--- src/rtl/i2c_mon_pkg.sv ---
package i2c_mon_pkg;
  typedef struct packed {
    logic start;
    logic stop;
    logic ack;
    logic nack;
  } bus_evt_t;

  localparam int LINE_SCL = 0;
  localparam int LINE_SDA = 1;
  localparam int NUM_LINES = 2;
endpackage

--- src/rtl/line_filter.sv ---
module line_filter #(
  parameter int NARROW_N = 2,
  parameter int WIDE_N   = 5
) (
  input  logic clk,
  input  logic rst,
  input  logic wide_sel,
  input  logic raw,
  output logic filt
);
  localparam int CW = $clog2(WIDE_N + 1);

  logic [1:0]    sync;
  logic [CW-1:0] run_cnt;
  logic [CW-1:0] limit;

  assign limit = wide_sel ? CW'(WIDE_N - 1) : CW'(NARROW_N - 1);

  always_ff @(posedge clk) begin
    if (rst) begin
      sync    <= 2'b11;
      run_cnt <= '0;
      filt    <= 1'b1;
    end else begin
      sync <= {sync[0], raw};
      if (sync[1] == filt) begin
        run_cnt <= '0;
      end else if (run_cnt >= limit) begin
        filt    <= sync[1];
        run_cnt <= '0;
      end else begin
        run_cnt <= run_cnt + 1'b1;
      end
    end
  end

  // the filtered level only moves toward the synchronized level
  assert_filter_follows_R8: assert property (@(posedge clk) disable iff (rst)
    !$stable(filt) |-> (filt == $past(sync[1])));
endmodule

--- src/rtl/bus_events.sv ---
module bus_events
  import i2c_mon_pkg::*;
#(
  parameter int FRAME_BITS = 9,
  localparam int CNT_W = $clog2(FRAME_BITS)
) (
  input  logic             clk,
  input  logic             rst,
  input  logic             scl_f,
  input  logic             sda_f,
  output bus_evt_t         evt,
  output logic             dma_req,
  output logic             busy,
  output logic [CNT_W-1:0] bit_cnt
);
  logic prev_scl, prev_sda;
  logic is_start, is_stop, scl_rise;

  assign is_start = prev_scl & scl_f & prev_sda & ~sda_f;
  assign is_stop  = prev_scl & scl_f & ~prev_sda & sda_f;
  assign scl_rise = ~prev_scl & scl_f;

  always_ff @(posedge clk) begin
    if (rst) begin
      prev_scl <= 1'b1;
      prev_sda <= 1'b1;
      evt      <= '0;
      dma_req  <= 1'b0;
      busy     <= 1'b0;
      bit_cnt  <= '0;
    end else begin
      prev_scl <= scl_f;
      prev_sda <= sda_f;
      evt      <= '0;
      dma_req  <= 1'b0;
      if (is_start) begin
        evt.start <= 1'b1;
        busy      <= 1'b1;
        bit_cnt   <= '0;
      end else if (is_stop) begin
        evt.stop <= 1'b1;
        busy     <= 1'b0;
        bit_cnt  <= '0;
      end else if (scl_rise && busy) begin
        if (bit_cnt == CNT_W'(FRAME_BITS - 1)) begin
          bit_cnt  <= '0;
          evt.ack  <= ~sda_f;
          evt.nack <= sda_f;
          dma_req  <= ~sda_f;
        end else begin
          bit_cnt <= bit_cnt + 1'b1;
        end
      end
    end
  end

  assert_start_single_R1: assert property (@(posedge clk) disable iff (rst)
    evt.start |=> !evt.start);
  assert_stop_single_R2: assert property (@(posedge clk) disable iff (rst)
    evt.stop |=> !evt.stop);
  assert_start_busy_R3: assert property (@(posedge clk) disable iff (rst)
    evt.start |-> busy);
  assert_stop_idle_R3: assert property (@(posedge clk) disable iff (rst)
    evt.stop |-> !busy);
  assert_count_range_R4: assert property (@(posedge clk) disable iff (rst)
    bit_cnt <= CNT_W'(FRAME_BITS - 1));
  assert_ack_slot_R5: assert property (@(posedge clk) disable iff (rst)
    (evt.ack || evt.nack) |-> (bit_cnt == '0 && $past(bit_cnt) == CNT_W'(FRAME_BITS - 1)));
  assert_ack_excl_R5: assert property (@(posedge clk) disable iff (rst)
    !(evt.ack && evt.nack));
  assert_dma_on_ack_R6: assert property (@(posedge clk) disable iff (rst)
    dma_req |-> (evt.ack && !evt.nack));
endmodule

--- src/rtl/sda_delay.sv ---
module sda_delay #(
  parameter int SDA_DELAY = 3
) (
  input  logic clk,
  input  logic rst,
  input  logic scl_f,
  input  logic tx_bit,
  input  logic init_lvl,
  output logic drive_n
);
  localparam int LW = $clog2(SDA_DELAY + 1);

  logic [LW-1:0] low_cnt;

  always_ff @(posedge clk) begin
    if (rst) begin
      drive_n <= init_lvl;
      low_cnt <= '0;
    end else if (scl_f) begin
      low_cnt <= '0;
    end else if (low_cnt != LW'(SDA_DELAY)) begin
      low_cnt <= low_cnt + 1'b1;
    end else begin
      drive_n <= tx_bit;
    end
  end

  // a drive change needs SCL low in the sample before it
  assert_drive_scl_low_R10: assert property (@(posedge clk) disable iff (rst)
    (!$past(rst) && !$stable(drive_n)) |-> !$past(scl_f));
  // the edge right after SCL falls never moves the drive
  assert_drive_hold_R10: assert property (@(posedge clk) disable iff (rst)
    $fell(scl_f) |=> $stable(drive_n));
endmodule

--- src/rtl/i2c_bus_monitor.sv ---
module i2c_bus_monitor
  import i2c_mon_pkg::*;
#(
  parameter int NARROW_N   = 2,
  parameter int WIDE_N     = 5,
  parameter int FRAME_BITS = 9,
  parameter int SDA_DELAY  = 3,
  localparam int CNT_W = $clog2(FRAME_BITS)
) (
  input  logic             clk,
  input  logic             rst,
  input  logic             wide_sel,
  input  logic             scl_in,
  input  logic             sda_in,
  input  logic             tx_bit,
  input  logic             sda_init,
  output logic             scl_filt,
  output logic             sda_filt,
  output logic             start_evt,
  output logic             stop_evt,
  output logic             bus_busy,
  output logic [CNT_W-1:0] bit_count,
  output logic             ack_evt,
  output logic             nack_evt,
  output logic             dma_req,
  output logic             sda_drive_n
);
  logic [NUM_LINES-1:0] raw_v;
  logic [NUM_LINES-1:0] filt_v;
  bus_evt_t             evt;

  assign raw_v[LINE_SCL] = scl_in;
  assign raw_v[LINE_SDA] = sda_in;

  for (genvar g = 0; g < NUM_LINES; g++) begin : g_line
    line_filter #(.NARROW_N(NARROW_N), .WIDE_N(WIDE_N)) u_filt (
      .clk(clk), .rst(rst), .wide_sel(wide_sel),
      .raw(raw_v[g]), .filt(filt_v[g])
    );
  end

  assign scl_filt = filt_v[LINE_SCL];
  assign sda_filt = filt_v[LINE_SDA];

  bus_events #(.FRAME_BITS(FRAME_BITS)) u_events (
    .clk(clk), .rst(rst), .scl_f(scl_filt), .sda_f(sda_filt),
    .evt(evt), .dma_req(dma_req), .busy(bus_busy), .bit_cnt(bit_count)
  );

  assign start_evt = evt.start;
  assign stop_evt  = evt.stop;
  assign ack_evt   = evt.ack;
  assign nack_evt  = evt.nack;

  sda_delay #(.SDA_DELAY(SDA_DELAY)) u_drive (
    .clk(clk), .rst(rst), .scl_f(scl_filt), .tx_bit(tx_bit),
    .init_lvl(sda_init), .drive_n(sda_drive_n)
  );

  // no event is reported straight out of reset
  assert_reset_quiet_R11: assert property (@(posedge clk)
    $past(rst) |-> !(start_evt || stop_evt || ack_evt || nack_evt || dma_req));
endmodule

--- config.mk ---
export PLATFORM = sky130hd
export DESIGN_NAME = i2c_bus_monitor
export DESIGN_NICKNAME = d
export VERILOG_FILES = /design/src/rtl/i2c_mon_pkg.sv /design/src/rtl/line_filter.sv /design/src/rtl/bus_events.sv /design/src/rtl/sda_delay.sv /design/src/rtl/i2c_bus_monitor.sv
export SDC_FILE = /design/constraint.sdc
export NUM_CORES = 1
export LEC_CHECK = 0
export BUFFER_PORTS_ARGS = -buffer_cell sky130_fd_sc_hd__buf_2
export CAP_MARGIN = 15
export CELL_PAD_IN_SITES_DETAIL_PLACEMENT = 1
export CELL_PAD_IN_SITES_GLOBAL_PLACEMENT = 2
export CORE_MARGIN = 2
export CORE_UTILIZATION = 30
export DETAILED_ROUTE_END_ITERATION = 12
export HOLD_SLACK_MARGIN = 0.06
export PLACE_DENSITY_LB_ADDON = 0.1
export SETUP_SLACK_MARGIN = 0.5
export SYNTH_ARGS = -nofsm -noshare
export SYNTH_HDL_FRONTEND = slang
export SYNTH_SLANG_ARGS = --single-unit
--- constraint.sdc ---
create_clock -name clk -period 1.9 [get_ports clk]
set_clock_uncertainty 0.2 [all_clocks]
set_input_delay 0.095 -clock clk [delete_from_list [all_inputs] [get_ports clk]]
set_output_delay 0.095 -clock clk [all_outputs]
set_load 0.02 [all_outputs]
Word level (Yosys, flattened, before mapping)
Index checks and enable logic that the tools add are counted.
{ "classes": {"add_sub_neg": 4, "order_cmp": 2, "eq_ne": 6, "mux": 9, "n_bitwise": 13, "n_reduce_logical": 11} }
{ "ops": {"columns": ["op", "n"], "rows": [
  ["3-bit OR reduction", 3],
  ["1-bit two-way mux", 7],
  ["1-bit NOT", 7],
  ["3-bit by 1-bit adder with 3-bit output (second input constant)", 2],
  ["1-bit AND", 6],
  ["3-bit greater-or-equal comparator", 2],
  ["2-bit != test (second input constant)", 3],
  ["2-bit AND reduction", 3],
  ["5-bit OR reduction", 1],
  ["4-bit by 1-bit adder with 4-bit output (second input constant)", 1],
  ["4-bit equality test (second input constant)", 1],
  ["4-bit two-way mux", 1],
  ["2-bit OR reduction", 2],
  ["3-bit two-way mux", 1],
  ["2-bit by 1-bit adder with 2-bit output (second input constant)", 1],
  ["1-bit equality test", 2],
  ["2-bit nonzero test", 1],
  ["1-bit logical AND", 1]
]} }
{ "totals": {"register_bits": 26, "in_bits": 7, "out_inout_bits": 13, "elab_cells": 61} }

Longest topological paths before layout
Gate-level depths: netlist of run 1.
{ "depth": {"depth_word": 5, "depth_mapped": 5, "mapped_depth_nobuf": 5} }

Modules after synthesis
From an unflattened synthesis of run 1, not the netlist that was laid out.
{ "hier_totals": {"cells_unflattened": 109, "hier_area_um2": 1149.9} }
{ "modules_own_cells": {"columns": ["module", "instances", "cells_per_inst", "area_per_inst_um2"], "rows": [
  ["line_filter", 2, 24, 262.8],
  ["bus_events", 1, 50, 480.5],
  ["sda_delay", 1, 11, 143.9]
]} }

Worst setup path before layout of run 1
OpenSTA, ideal clock, no wires.
{ "synth_timing": {"kind": "reg2reg", "from": "reg g_line[1].u_filt.run_cnt[0]", "to": "reg g_line[1].u_filt.run_cnt[2]", "setup_time_ns": 0.060, "t_arrival_ns": 1.545, "t_required_ns": 1.640, "slack_ns": 0.095, "stages_incl_launch_ff": 6, "path_buffers": 0, "path_cell_list": "dfxtp_1 -> inv_1 -> ha_1 -> or3b_4 -> a2111oi_2 -> and2_1"} }
{ "synth_between": {"elab_chain_len": 2, "word_cells_on_any_way": 3, "classes_between": "add/sub: 1; order compare: 1; reduce/logical: 1"} }
{ "synth_rtl": {"columns": ["element", "line_no", "source"], "rows": [
  ["start: declaration", "line_filter.sv:14", "logic [CW-1:0] run_cnt;"],
  ["start signal: assignment", "line_filter.sv:32", "run_cnt <= run_cnt + 1'b1;"],
  ["3-bit greater-or-equal comparator", "line_filter.sv:28", "end else if (run_cnt >= limit) begin"],
  ["3-bit OR reduction (no source line)", null, null]
]} }
Parallel ways exist; a longest one is shown, timed or not.
A chain may end at the register's enable or synchronous reset.

Worst setup path in the final report of run 1
{ "layout_timing": {"from": "reg g_line[0].u_filt.run_cnt[0]", "to": "reg g_line[0].u_filt.run_cnt[1]"} }
{ "layout_between": {"elab_chain_len": 2, "word_cells_on_any_way": 3, "classes_between": "add/sub: 1; order compare: 1; reduce/logical: 1"} }
{ "layout_rtl": {"columns": ["element", "line_no"], "rows": [
  ["start: declaration", "line_filter.sv:14"],
  ["start signal: assignment", "line_filter.sv:32"],
  ["3-bit greater-or-equal comparator", "line_filter.sv:28"],
  ["3-bit OR reduction (no source line)", null]
]} }
Parallel ways exist; a longest one is shown, timed or not.

==> reports/results.txt, run 1 <==
The floorplan step set the die height to 65.1 microns. Global routing used 11.1% of the available tracks across all layers. The category of the worst setup path capture point is a flip-flop. The run gives 0.0811 ns as the pre-CTS setup slack. The logs give 840 for the via count and 32 for the number of distinct library cell variants in the gate-level netlist after synthesis. The total of flip-flops plus latches after synthesis works out to 26. Kind of critical path: reg2reg. The logs give 1.60 mm for the detailed placer's ending HPWL and 0 for the max-capacitance violation count. The first global-routing pass estimated 3.61 mm of wire. STA classifies the critical path startpoint as a flip-flop. In the synthesized netlist, mux cells make up 4.58% of the area. CTS saw 26 sinks. The number of enable flip-flop cells after synthesis was 1. In the post-synthesis netlist, the biggest area contributors are dfxtp_1, ha_1, and2_1.

For this design the ratio of total power to cell area is 631 mW/mm^2. The post-synthesis simple-gate area fraction came out at 19.3%. Cells fill 42.0% of the core in the end. Dividing the detail-routed wire length by the instance count gives 11.9 microns.

After detailed routing, the number of vias per cell comes to 4.47. The H-tree depth is 1. The commonest cells after synthesis are dfxtp_1, ha_1, inv_1, nor2_1, and2_1. Hold timing on the final database bottoms out at a slack of 0.0681 ns. In this run the tightest slew margin relative to its limit is 76.4%. Yosys instantiated no cell more often than dfxtp_1. Entering global routing, the biggest net connects 17 pins. Pin placement for this block handled 20 I/O pins. Once routing completed, OpenROAD measured the worst setup slack at 0.156 ns. The logs give 0 for the final count of hold timing violations and 0.00112 sq mm for the post-synthesis cell area. The synthesized netlist devotes 6.25% of its cell area to XOR and XNOR gates.

Clock-pin slew was measured on the worst setup and hold paths at 0.09 ns. The clock reaches the later pin of the worst-skew pair after 0.26 ns. The core region is 0.00363 sq mm.

Of the cells placed in the final design, the portion with a size suffix greater than 1 is 42.9%. The fraction of registers with async set or reset after synthesis was 0%. The complex-gate fraction of the synthesized area is 7.59%.

The first TritonRoute pass finished after 4 iterations. For the final routed database, the setup TNS stands at 0 ns. Residual overflow from global routing: 0.

After layout, the minimum clock period comes to 1.74 ns. From left edge to right edge, the die measures 65.1 microns. The post-layout total power came out at 964 uW. The min-delay analysis places its worst path in the category in2reg. Of all cell types, the one taking the most synthesized area is dfxtp_1.

In this run the static leakage power is 0.000678 uW. The DRC violations left is 0, and the actual slew at the worst max-slew pin is 0.355 ns. The run gives 804 as the via count of the first global-routing pass. Number of buffer cells added on primary ports: 19. The worst-case IR drop observed on VDD is 0.380 mV.

In the finished design, the share of the clock period the worst path needs comes to 91.8%. The count of nets after finishing came out at 157. The weighted congestion at the end of routability-driven global placement was 0.719; the mean instance size in the synthesized netlist was 10.5 sq um. Summing the sequential cell areas from Yosys gives 47.3% of the chip area. For this block, the routed nets add up to 2.24 mm of wire. The synthesized instance count is 107, and the setup violation total in the final timing report is 0.

The synthesized net count was 123; the number of warnings reported in the yosys synthesis log was 0. The repair_antennas step left the layout with diodes totalling 0. Summed over its instances, the top area cell type makes up 44.6% of the synthesized netlist area. The run finished with clean final reports. In this run, CTS created clock tree buffers numbering 3.

The relative area change from synthesis to final layout came out at 36.3%. The adder-cell area share of the yosys netlist works out to 10.0%. The commonest register cell after synthesis is dfxtp_1. STA puts the critical path data required time at 1.91 ns. For this configuration, the core starts out at a cell density of 30.9%. Setup repair after global routing could not meet its margin everywhere. The floorplan step defined a die boundary enclosing 0.00424 sq mm. The fill cell total of the finished layout came out at 417. The number of placement rows was 22; the critical-path maximum fanout was 3.

Number of antenna-violating nets in the routed design: 0. The longest clock path from root to sink contains 2 buffers. The combinational family with the most area after synthesis is simple AND/OR/NAND/NOR gates. TritonCTS built the clock tree. The number of antenna violations at the first check in global routing is 0. For the maximum clock frequency, the log shows 0.573 GHz.

The max-slew violation count is 0. Clock tree root driver cell: clkbuf_8. The starting DRC count in detailed routing is 9, and the arrival time of the worst setup path is 1.76 ns.
logic make-up (layout without fill, tap and decap cells):
group,after synthesis,in the layout
XOR/XNOR,8,8
buffers and inverters,13,46
adder cells (fa/ha/maj),9,9
multiplexers,5,5
AND/OR/NAND/NOR,35,35
AO/OA/AOI/OAI,11,11
flip-flops,26,26
routing by layer:
metal	track usage [%]	part of all wire [%]	wire length [microns]	vias to the layer above
met1	13.9	47	1050	406
met4	6.25	0.98	22	0
met5	0	0	0	-
li1	-	-	-	423
met3	2.05	2.3	52	2
met2	18.2	50	1120	9
layout by cell type (no fill, tap or decap), drive strengths merged, types with 3 or more instances in the layout:
cell         synthesis  final
dfxtp               25     25
mux2i                4      4
ha                   9      9
inv                  9      9
a21oi                3      3
xor2                 4      4
nor2                 9      9
xnor2                4      4
dlygate4sd3          0      5
or2                  4      4
and2                 7      7
buf                  2     28
clkbuf               2      4
power breakdown:
| group | internal [uW] | switching [uW] | leakage [uW] |
|---|---|---|---|
| combinational | 48.4 | 42.0 | 0.000440 |
| sequential | 555 | 7.95 | 0.000216 |
| clock | 150 | 161 | 0.0000228 |
final timing paths:
check | slack [ns] | end | from | cells after the start
min | 0.07 | g_line[0].u_filt.filt | rst | 3
max reg2reg | 0.16 | g_line[0].u_filt.run_cnt[1] | g_line[0].u_filt.run_cnt[0] | 5
min reg2reg | 0.22 | g_line[1].u_filt.sync[1] | g_line[1].u_filt.sync[0] | 1
max | 0.16 | g_line[0].u_filt.run_cnt[1] | g_line[0].u_filt.run_cnt[0] | 5
repair_timing:
item                                    in CTS  in global routing
setup buffers                                2                  7
hold buffers                                 5                  0
gates resized for setup                      1                 15
hold endpoints to repair                     4                  0
pin swaps                                    2                  5
endpoints found under the setup margin      10                 14
per-stage QoR:
step	instances	area, sq um
after global routing	188	1530
after CTS	181	1430
after global placement	170	1320
after detailed placement	170	1320
after floorplan	107	1190
final	188	1530
critical path, stage by stage (launching register included):
cell and delay [ns]:
dfxtp_2 0.33, inv_2 0.07, ha_4 0.19, or3b_4 0.41, a2111oi_4 0.33, and2_1 0.17
final cells by class:
| cell class | instances | area, sq um | area share, % |
|---|---|---|---|
| clock buffers | 4 | 45.0 | 2.95 |
| inverters | 9 | 36.3 | 2.38 |
| multi-input cells | 68 | 622 | 40.7 |
| flip-flops and latches | 26 | 548 | 35.9 |
| well taps | 48 | 60.1 | 3.93 |
| repair buffers | 33 | 216 | 14.2 |
state kept, by name, summed over array words and instances (netlist names), 2 cells and up:
name and cells:
g_line.u_filt.run_cnt 6, g_line.u_filt.sync 4, u_events.bit_cnt 4, u_events.evt 4, g_line.u_filt.filt 2, u_drive.low_cnt 2
No activity file was read; power rests on OpenSTA's default activity.
==> run 2, diff against run 1 <==
CORE_UTILIZATION = 34   (was 30)
clock period = 1.8 ns   (was 1.9 ns; I/O delays follow)
==> reports/results.txt, run 2 (synthesis results as in run 1) <==
After clock tree synthesis, the clock-pin slew on the worst setup and hold paths is 0.13 ns. The kind of cell adding the most delay to the critical path is simple AND/OR/NAND/NOR gates. The multi-input combinational cells in the finished layout cover a total of 666 sq um.

The run gives 0.760 as the weighted congestion at the end of routability-driven global placement. At the placement stage, the worst setup path has a slack of -0.00646 ns. The run gives 2.46 mm as the total detailed-routing wirelength.

At the pin with the least slew margin, the transition time is 0.390 ns. The final critical-path share of the clock period is 98.7%, and the starting DRC count in detailed routing is 25. For the DRC violations left, the log shows 0. Across the VDD grid, the largest voltage drop is 0.532 mV.

The tools report the type of origin of the critical path as a flip-flop. The count of nets after finishing is 161, and the power per standard cell area is 592 mW/mm^2. Leaving out fill and tap cells, the most frequent cells in the layout are buf_2, dfxtp_1, buf_4. The max-slew violation count is 0, and the count of TritonRoute iterations in the first routing pass is 3. The maximum clock frequency is 0.563 GHz, and the global-route usage over all layers is 13.9%.

Via count of the first global-routing pass: 838. The required time at the endpoint of the critical path was 1.86 ns; the H-tree depth was 1. After detailed routing, the average wire length per cell comes to 13.1 microns. The critical-path maximum fanout was 2.

Clock latency on the worst-skew pair, taken at its later pin, is 0.32 ns. The root buffer cell chosen for the clock tree is clkbuf_4. Relative area change from synthesis to final layout: 42.9%.

The startpoint identified for the worst hold timing path is g_line[0].u_filt.sync[0]. The flow ran to the end, and the final reports show no timing, DRC or antenna violations. Post-layout total power: 948 uW. The register with the most flip-flops in the layout has 6 of them. The horizontal die dimension is 61.4 microns, and the number of I/O pins is 20.

Buffers placed on the I/O ports in this run total 19. For the worst setup path, the data arrival time is 1.83 ns. Path class of the lowest-slack min-delay path: reg2reg. The number of antenna violations at the first check in global routing was 0; the number of placement rows was 20.

Once layout is done, the placed cells without fillers occupy 0.00160 sq mm. After global routing the overflow that remains totals 0. The internal portion of the total power is 723 uW. Walking the worst path, the cells encountered are inv_2, ha_4, or3b_4, buf_4, a21oi_4, mux2i_1. The number of diodes was 0; the switching power as a share of total power was 23.8%. The final count of hold timing violations came out at 0. Counting along the longest clock path gives a buffer depth of 2. In this run the remaining antenna-violating nets after routing total 0. The area inside the core boundary was 0.00310 sq mm; the buffer and inverter count on the worst path was 2. Per report_power, the combinational group accounts for 11.5% of the total. In this run the critical register-to-register path is launched from g_line[0].u_filt.run_cnt[0]. For this design the static power due to leakage is 0.000689 uW.

The worst path meets setup with 0.0238 ns of slack. TritonCTS built the clock tree. Of the total power, registers draw 62.3%. Leaving out fill and tap cells, the most frequent cell in the layout is buf_2. Setup violations remaining at the end of the flow were counted as 0. Cells with a size suffix above 1 make up 47.2% of the layout. The logs give 0 ns for the final sum of negative setup slack and 36.1% for the effective utilization at floorplan.

The tools report the largest net degree at the start of global routing as 15. The master of the slowest instance on the critical path is or3b_4. The setup path with the least slack is of type reg2reg.

The analysis attributes to net switching a power of 225 uW. Setup repair after global routing could not meet its margin everywhere. The register with the most flip-flops was g_line.u_filt.run_cnt. The die covers 0.00377 sq mm.

The floorplan step set the die height to 61.4 microns. The detailed router placed 856 vias in this run. The clock drives 26 sinks.

The first global-routing pass estimated 3.75 mm of wire. The wire-length estimate of the detail-placed layout is 1.68 mm. The tool flagged a number of max-cap violations equal to 0.

The clock network burns 26.2% of the power. The filler cells instantiated in the layout total 364. The critical path starts at g_line[0].u_filt.run_cnt[0]. In the final layout, flip-flops and latches occupy 557 sq um.

Dividing the detail-routed via count by the number of cells gives 4.55. For the finished layout, the period the worst path requires is 1.78 ns. On the worst path, the slowest cell contributes a delay of 0.40 ns. The worst setup path is captured at a flip-flop. The run gives 0.00132 sq mm as the cell area after placement. The number of buffers created by CTS is 3, and the worst relative slew slack is 73.9%.
run 2: changes by cell type in the layout (fill, tap and decap cells not counted), moves of 2 or more:
cell / change
dfxtp_2: -2
clkbuf_4: +3
clkbuf_8: -3
dlygate4sd3_1: +2
dfxtp_4: +3
buf_6: +2
run 2: worst reg2reg max path: stages (launching register included):
cell and delay [ns]:
dfxtp_2 0.36, inv_2 0.05, ha_4 0.20, or3b_4 0.40, buf_4 0.16, a21oi_4 0.16
mux2i_1 0.18
run 2: path summary, 6_finish.rpt:
kind	end	slack (ns)	cells past startpoint
worst max-delay path	g_line[0].u_filt.filt	0.02	6
worst min-delay path	g_line[0].u_filt.sync[1]	0.23	1
worst max register to register	g_line[0].u_filt.filt	0.02	6
worst min register to register	g_line[0].u_filt.sync[1]	0.23	1
run 2: layer usage:
layer | up-vias | routed length [microns] | GRT usage (%)
li1 | 433 | - | -
met1 | 403 | 1220 | 17.3
met2 | 18 | 1120 | 23.7
met3 | 2 | 100 | 4.41
met4 | 0 | 15 | 2.74
met5 | - | 0 | 0
run 2: through the flow:
| step | utilization [%] | instances | hold slack (ns) |
|---|---|---|---|
| 3_5_place_dp | 42.7 | 167 | 0.0795 |
| 4_1_cts | 48.8 | 186 | 0.233 |
| 3_3_place_gp | 42.7 | 167 | 0.0761 |
| 5_1_grt | 51.6 | 188 | 0.243 |
| 6_report | 51.6 | 188 | 0.229 |
| 2_1_floorplan | - | 107 | -0.00619 |
run 2: final cells by class:
| type | count | share of cell area, % |
|---|---|---|
| Multi-Input combinational cell | 68 | 41.6 |
| Sequential cell | 26 | 34.8 |
| Timing Repair Buffer | 37 | 16.3 |
| Tap cell | 44 | 3.44 |
| Inverter | 9 | 2.27 |
| Clock buffer | 3 | 1.41 |
| Clock inverter | 1 | 0.234 |
run 2: what timing repair did:
item / CTS / global route
hold buffers: 7 / 0
pin swaps: 4 / 6
setup endpoints to repair: 13 / 15
endpoints found under the hold margin: 9 / 0
resized for setup: 9 / 18
setup buffers: 8 / 2
run 2: power groups by stage:
stage	Sequential, uW	Clock (uW)	Combinational (uW)
after floorplan	612	0	52.6
after detailed placement	611	0	78.8
after CTS	597	267	104
after global routing	593	288	119
final	591	249	109
after global placement	611	0	75.8
==> run 3, diff against run 2 <==
BUFFER_PORTS_ARGS = -buffer_cell sky130_fd_sc_hd__buf_4   (was -buffer_cell sky130_fd_sc_hd__buf_2)
==> reports/results.txt, run 3 (synthesis results as in run 1) <==
The via count of the first global-routing pass is 893. The max-capacitance violation count was 0; the share of layout cells above drive strength 1 was 52.0%. Along the worst path, the maximum fanout reaches 3.

The first-pass GRT wire length came out at 3.93 mm. TritonCTS built the clock tree. In this run the tool buffered the top-level ports with 19 buffer cells. Power spread over the standard cell area amounts to 649 mW/mm^2. In this run the cell area measured after placement is 0.00137 sq mm. The H-tree depth was 1. The count of TritonRoute iterations in the first routing pass was 3. Setup violations remaining at the end of the flow were counted as 0. The worst setup path is launched from a flip-flop. The final cell area excluding filler cells is 0.00170 sq mm, and the maximum clock frequency is 0.571 GHz. During I/O placement, the number of pins put on the boundary was 20.

The area of the die is 0.00377 sq mm. The run gives 0 as the final count of hold timing violations. The register with the most flip-flops is g_line.u_filt.run_cnt.

Setup repair after global routing could not meet its margin everywhere. The number of clock sinks came out at 26. For this configuration, the core starts out at a cell density of 36.1%. The total detailed-routing wirelength was 2.49 mm. Max-slew violation count: 0.

After floorplanning, the core was sized to cover 0.00310 sq mm. The run finished with clean final reports. The total overflow left after global routing is 0. Detailed-route vias per instance: 4.60.

The routed layout has 884 vias. The tools report the count of nets after finishing as 165. Final sum of negative setup slack: 0 ns.

Detailed placement finished with a half-perimeter wire length of 1.64 mm. Actual slew at the worst max-slew pin: 0.315 ns. Worst voltage drop across the vdd grid: 0.489 mV. The starting DRC count in detailed routing is 13, and the arrival time of the worst setup path is 1.82 ns. The register with the most flip-flops in the layout has 6 of them. The leakage component of the power is 0.000736 uW. Clock-pin slew was measured on the worst setup and hold paths at 0.14 ns.

The number of buffers created by CTS was 3. The die is 61.4 microns tall. Across all setup checks in the final design, the least slack found is 0.0479 ns.

The number of diodes is 0, and the relative area change from synthesis to final layout is 51.8%. Of the available clock period, the critical path in the final layout requires 97.3%. The number of antenna-violating nets in the routed design is 0. Row generation in the floorplan step produced 20 rows. The weighted congestion at the end of routability-driven global placement is 0.654. The clock period could shrink to 1.75 ns.

The number of antenna violations at the first check in global routing came out at 0. In the layout the commonest cells are buf_4, dfxtp_1, nor2_1. Global-route usage over all layers: 14.4%. The kind of critical path is reg2reg. The root buffer cell chosen for the clock tree is clkbuf_4.

STA classifies the critical path endpoint as a flip-flop. The worst relative slew slack is 78.8%, and the horizontal die dimension is 61.4 microns. The tools report the DRC violations left as 0. STA puts the critical path data required time at 1.87 ns.

The largest net degree at the start of global routing was 17. At the later pin of the worst-skew pair, clock insertion delay measures 0.32 ns. Counting along the longest clock path gives a buffer depth of 2. Timing analysis after detailed placement gives a worst setup slack of 0.0225 ns. The library cell used most frequently in the layout, excluding fill and tap cells, is buf_4.

The tightest min-delay check is of the reg2reg type. Average wire per cell in the routed design: 13.0 microns.
[run 3: worst max-delay path, stage by stage, from the launching register on]
cell and delay [ns]:
dfxtp_2 0.37, inv_2 0.05, ha_4 0.20, or3b_4 0.39, a2111oi_4 0.34, and2_1 0.17
[run 3: cell type report]
cell class                      instances  area [sq um]
Multi-Input combinational cell         68           658
Tap cell                               44          55.1
Timing Repair Buffer                   41           343
Clock buffer                            3          22.5
Sequential cell                        26           554
Clock inverter                          1          30.0
Fill cell                             363          1400
Inverter                                9          38.8
[run 3: routing by layer]
| metal | wire, microns | global-route usage [%] | part of all wire [%] |
|---|---|---|---|
| met2 | 1280 | 25.5 | 51 |
| met1 | 1090 | 17.2 | 44 |
| met5 | 0 | 0 | 0 |
| met4 | 21 | 2.74 | 0.84 |
| met3 | 99 | 4.62 | 4.0 |
[run 3: final timing paths]
| path | start | end | slack, ns | cells past startpoint |
|---|---|---|---|---|
| worst max-delay path | g_line[1].u_filt.run_cnt[0] | g_line[1].u_filt.run_cnt[0] | 0.05 | 5 |
| worst min-delay path | g_line[0].u_filt.sync[0] | g_line[0].u_filt.sync[1] | 0.23 | 1 |
| worst max register to register | g_line[1].u_filt.run_cnt[0] | g_line[1].u_filt.run_cnt[0] | 0.05 | 5 |
| worst min register to register | g_line[0].u_filt.sync[0] | g_line[0].u_filt.sync[1] | 0.23 | 1 |
[run 3: where the power goes]
group / internal, uW / switching, uW
Sequential: 584 / 8.51
Clock: 225 / 174
Combinational: 64.4 / 48.5
Total: 874 / 231
[run 3: stage by stage]
stage | instances | power, uW | hold slack, ns | utilization [%]
after global routing | 192 | 1160 | 0.249 | 54.8
after floorplan | 107 | 665 | -0.00619 | -
after detailed placement | 167 | 696 | 0.0788 | 44.2
after global placement | 167 | 693 | 0.0776 | 44.2
after CTS | 182 | 1120 | 0.239 | 50.0
final | 192 | 1100 | 0.234 | 54.8
[run 3: repair_timing]
item,CTS,global route
buffers inserted,6,10
hold buffers,5,0
endpoints found under the hold margin,24,0
setup endpoints to repair,14,17
pin swaps,6,12
resized for setup,8,21
